[config.mk]
export PLATFORM = sky130hd
export DESIGN_NAME = gf256_tower_mul
export DESIGN_NICKNAME = d
export VERILOG_FILES = /design/src/rtl/gf256_tower_mul.sv
export SDC_FILE = /design/constraint.sdc
export NUM_CORES = 1
export LEC_CHECK = 0
export BUFFER_PORTS_ARGS = -buffer_cell sky130_fd_sc_hd__buf_2
export CORE_UTILIZATION = 55
export DETAILED_ROUTE_END_ITERATION = 10
export GPL_TIMING_DRIVEN = 0
export PLACE_DENSITY = 0.8
export SLEW_MARGIN = 20
export SYNTH_ARGS = -nofsm -noshare
export SYNTH_HDL_FRONTEND = slang
export SYNTH_SLANG_ARGS = --single-unit
[constraint.sdc]
create_clock -name clk -period 0.8 [get_ports clk]
set_input_delay 0.08 -clock clk [delete_from_list [all_inputs] [get_ports clk]]
set_output_delay 0.08 -clock clk [all_outputs]
set_load 0.03 [all_outputs]
[src/rtl/gf256_tower_mul.sv]
module gf256_tower_mul #(
  parameter bit REG_OUT = 1'b1
) (
  input  logic       clk,
  input  logic       rst_n,
  input  logic [7:0] op_a,
  input  logic [7:0] op_b,
  output logic [7:0] prod
);

  function automatic logic [3:0] nib_mul(input logic [3:0] a, input logic [3:0] b);
    logic [6:0] s;
    s = '0;
    for (int i = 0; i < 4; i++)
      for (int j = 0; j < 4; j++)
        s[i+j] = s[i+j] ^ (a[i] & b[j]);
    return {s[3] ^ s[6], s[2] ^ s[5] ^ s[6], s[1] ^ s[4] ^ s[5], s[0] ^ s[4]};
  endfunction

  function automatic logic [3:0] nib_times9(input logic [3:0] a);
    return {a[0], a[3], a[2], a[0] ^ a[1]};
  endfunction

  logic [3:0] hh, hl, lh, ll, ch, cl;
  logic [7:0] comb_prod;

  assign hh = nib_mul(op_a[7:4], op_b[7:4]);
  assign hl = nib_mul(op_a[7:4], op_b[3:0]);
  assign lh = nib_mul(op_a[3:0], op_b[7:4]);
  assign ll = nib_mul(op_a[3:0], op_b[3:0]);

  assign ch = hh ^ hl ^ lh;
  assign cl = ll ^ nib_times9(hh);
  assign comb_prod = {ch, cl};

  generate
    if (REG_OUT) begin : g_reg
      logic [7:0] prod_q;
      always_ff @(posedge clk or negedge rst_n) begin
        if (!rst_n) prod_q <= '0;
        else        prod_q <= comb_prod;
      end
      assign prod = prod_q;
    end else begin : g_comb
      assign prod = comb_prod;
    end
  endgenerate

endmodule


==> reports/metrics.cfg, run 1 <==
[run_status]
status = did not finish
stop_stage = global routing
error = [ERROR DPL-0038] Utilization greater than 100%, impossible to legalize

[timing]
postGrtWorstEndpoint = prod[5]$_DFF_PN0_/D
worstEpCategory = register input

[clocking]
cts_root_buf = clkbuf_4
cts_buffers = 3
cts_buffer_depth = 2
htreeDepth = 1
cts_sinks = 8

[synthesis]
yosysTopAreaCell = xnor2_1
ys_top_cells_by_area = xnor2_1, nand2_1, dfrtp_1
syn_area_mm2 = 0.00125
yosysWarnings = 0
synth_cells = 154
synth_top_cell_area_share_pct = 27.4
ys_seq_area_share_pct = 16.0
postSynthAreaPerCell_um2 = 8.10
syn_nets = 172
ys_seq_elements = 8
ys_types = 16

[placement]
dp_hpwl_um = 1920
io_buffers = 9
gp_congestion = 0.853

[global_routing]
grt_start_max_net_pins = 11

[die]
die_w_um = 49.6
pin_count = 26
start_util_pct = 61.1
fp-row-count = 16
die_height_um = 49.6

cell families after synthesis:
family,synth area share (%)
xor+xnor,52.4
simple gates,20.9
buf+inv,9.13
flops,16.0
compound gates,0.702
mux,0.903
synth_stat cells:
library cell and instances:
xor2_2 1, nand2_2 4, dfrtp_1 8, a32oi_1 1, xnor3_1 4, nand2b_1 1
xnor2_1 39, nand2_4 1, nor2_1 1, mux2_2 1, nand2_1 57, xnor2_2 4
buf_6 3, buf_2 7, xor2_1 16, buf_4 6
metrics by stage:
stage / setup WS, ps / area, um2 / setup TNS [ps] / util, % / cells
detailed placement: -537 / 1530 / -3240 / 74.7 / 190
floorplan: -430 / 1450 / -2280 / - / 154
CTS: -248 / 1890 / -1430 / 92.5 / 206
global placement: -525 / 1530 / -3090 / 74.7 / 190
repair_timing:
item	in CTS
hold buffers	1
buffers inserted	12
pin swaps	25
endpoints found under the hold margin	8
gates resized for setup	53
endpoints found under the setup margin	16
==> run 2, diff against run 1 <==
--- a/config.mk
+++ b/config.mk
@@ -6,10 +6,11 @@
 export NUM_CORES = 1
 export LEC_CHECK = 0
 export BUFFER_PORTS_ARGS = -buffer_cell sky130_fd_sc_hd__buf_2
-export CORE_UTILIZATION = 55
+export CORE_AREA = 2 2 63 65
 export DETAILED_ROUTE_END_ITERATION = 10
+export DIE_AREA = 0 0 65 67
 export GPL_TIMING_DRIVEN = 0
-export PLACE_DENSITY = 0.8
+export PLACE_DENSITY_LB_ADDON = 0.15
 export SLEW_MARGIN = 20
 export SYNTH_ARGS = -nofsm -noshare
 export SYNTH_HDL_FRONTEND = slang
==> run 2 against run 1 <==
  * The flow now finishes, with violations (negative setup slack)
  * Synthesized cell count unchanged
  * Area after synthesis unchanged
==> reports/metrics.cfg, run 2 <==
[clocking]
tritoncts = built
cts_buffer_depth = 2  ; unchanged
htreeDepth = 1  ; unchanged
cts_root_buf = clkbuf_8  ; was clkbuf_4
clk_pin_slew_ps = 40
cts_buffers = 3  ; unchanged
cts_sinks = 8  ; unchanged

[synthesis]
synth_top_cell_area_share_pct = 27.4  ; unchanged
synth_edf_count = 0  ; unchanged
synthTopCellsByCount = nand2_1, xnor2_1, xor2_1  ; unchanged
yosysMostFrequentCell = nand2_1  ; unchanged
async_reset_ff_share_pct = 100  ; unchanged
synth_ff_type = dfrtp_1  ; unchanged
ys_top_cells_by_area = xnor2_1, nand2_1, dfrtp_1  ; unchanged
syn_area_mm2 = 0.00125  ; unchanged
ys_seq_elements = 8  ; unchanged
postSynthAreaPerCell_um2 = 8.10  ; unchanged
ys_types = 16  ; unchanged
synth_cells = 154  ; unchanged
syn_nets = 172  ; unchanged
ys_seq_area_share_pct = 16.0  ; unchanged
yosysWarnings = 0  ; unchanged
yosysTopAreaCell = xnor2_1  ; unchanged

[worst_setup_path]
crit_path_end_kind = flop
path_buf_inv = 1
crit_path_max_incr_delay_ps = 420
crit_type = primary input to flop
critPathSlowestCell = xnor3_2
start_kind = primary input
path_delay_family = XOR/XNOR gates
cp.arrival_ps = 1180
required_ps = 890
crit_chain = buf_8 > nand2_2 > xor2_2 > xnor2_2 > xnor3_2 > xor2_1
worstPathMaxFanout = 8

[power_and_ir_drop]
worst_ir_drop_vdd_mv = 0.593
leakage_uw = 0.000984
power.density_mw_per_mm2 = 1740

[detailed_routing]
drtIter0Drc = 26
wl_um = 2950
drt-wirelength-per-cell_um = 12.8
route.detailed.drc = 0
ant_nets = 0
avgViaCountPerCell = 4.47
firstDrtPassIters = 4
vias = 1033

[layout]
stdcell_count = 231
largest_reg_flops = 8
diodes = 0
nets = 203
layout_commonest_cell = nand2_1
drive_above_1_share_pct = 55.7
final_cell_mix = nand2_1, xnor2_1, xnor2_2, nand2_2, buf_6
syn_to_final_growth_pct = 71.1

[global_routing]
grt.total_usage_pct = 14.1
antenna_found_initial = 0
grt_first_pass_wirelength_um = 4690
first_global_vias = 979
grt_overflow = 0
grt_start_max_net_pins = 11

[die]
fp-row-count = 22  ; was 16
die_area_mm2 = 0.00436
start_util_pct = 34.6  ; was 61.1%
core_mm2 = 0.00361
die_w_um = 65  ; was 49.6 um
die_height_um = 67  ; was 49.6 um
pin_count = 26  ; unchanged

[timing]
maxSlewViolCount = 0
slew_headroom_pct = 79.9
grt_setup_unrepaired = yes
period_share_pct = 136
max_slew.worst_pin.slew_ps = 302
max_freq_mhz = 920
hold_viol = 0
finalSetupViolations = 8
finalCriticalPeriod_ps = 1090
fin_ws_ps = -287
setup_tns_ps = -1340

[placement]
io_buffers = 9  ; unchanged
gp_congestion = 0.806  ; was 0.853
dp_hpwl_um = 2030  ; was 1920 um
placed_cells = 211  ; was 190

[flow_run]
drv_cap = 0

[worst_hold_path]
hp-class = primary input to asynchronous set/reset pin

[run_status]
status = finished with violations  ; was did not finish
failed_checks = negative setup slack

[run 2: area by class of cell]
class / count / area, um2
clock buffers: 3 / 41.3
plain buffers: 16 / 305
well taps: 48 / 60.1
multi-input cells: 130 / 1260
flip-flops and latches: 8 / 200
repair buffers: 26 / 272
fillers: 305 / 1470
[run 2: worst paths after layout]
path / from / end / cells past startpoint / slack [ps]
max: op_a[2] / prod[5] / 6 / -290
max in group asynchronous: rst_n / prod[6] / 2 / 420
min in group clk: op_a[4] / prod[4] / 3 / 250
min: rst_n / prod[7] / 2 / 220
[run 2: kinds of logic after synthesis]
logic type	count (synthesis)	synth area share, %
buf+inv	16	9.13
compound gates	1	0.702
mux	1	0.903
xor+xnor	64	52.4
flops	8	16.0
simple gates	64	20.9
[run 2: power by group]
group | leakage, uW | internal (uW) | switching [uW] | total, uW
logic | 0.000869 | 1350 | 1210 | 2560
registers | 0.0000932 | 615 | 80.7 | 696
clock network | 0.0000216 | 323 | 130 | 454
[run 2: metrics by stage]
stage	cell area [um2]	hold slack (ps)	util (%)	worst slack (ps)	power [uW]
floorplan	1450	-216	-	-430	2230
global placement	1550	-82.1	43.0	-554	2590
detailed placement	1550	-76.3	43.0	-570	2610
CTS	1830	220	50.8	-307	3530
global route	2130	240	59.2	-337	3940
finish	2130	220	59.2	-287	3710
[run 2: what timing repair did]
| action | CTS | global route |
|---|---|---|
| setup buffers | 5 | 11 |
| hold endpoints to repair | 8 | 0 |
| resized for setup | 45 | 40 |
| hold buffers | 1 | 0 |
| pin swaps | 20 | 24 |
| endpoints found under the setup margin | 16 | 16 |
[run 2: routing by layer]
metal / GRT usage, % / vias up / part of all wire (%)
li1: - / 512 / -
met1: 18.2 / 494 / 42
met2: 25.4 / 27 / 54
met3: 0.676 / 0 / 3.9
met4: 3.72 / 0 / 0
met5: 0 / - / 0
Power figures use the tool's default switching activity.
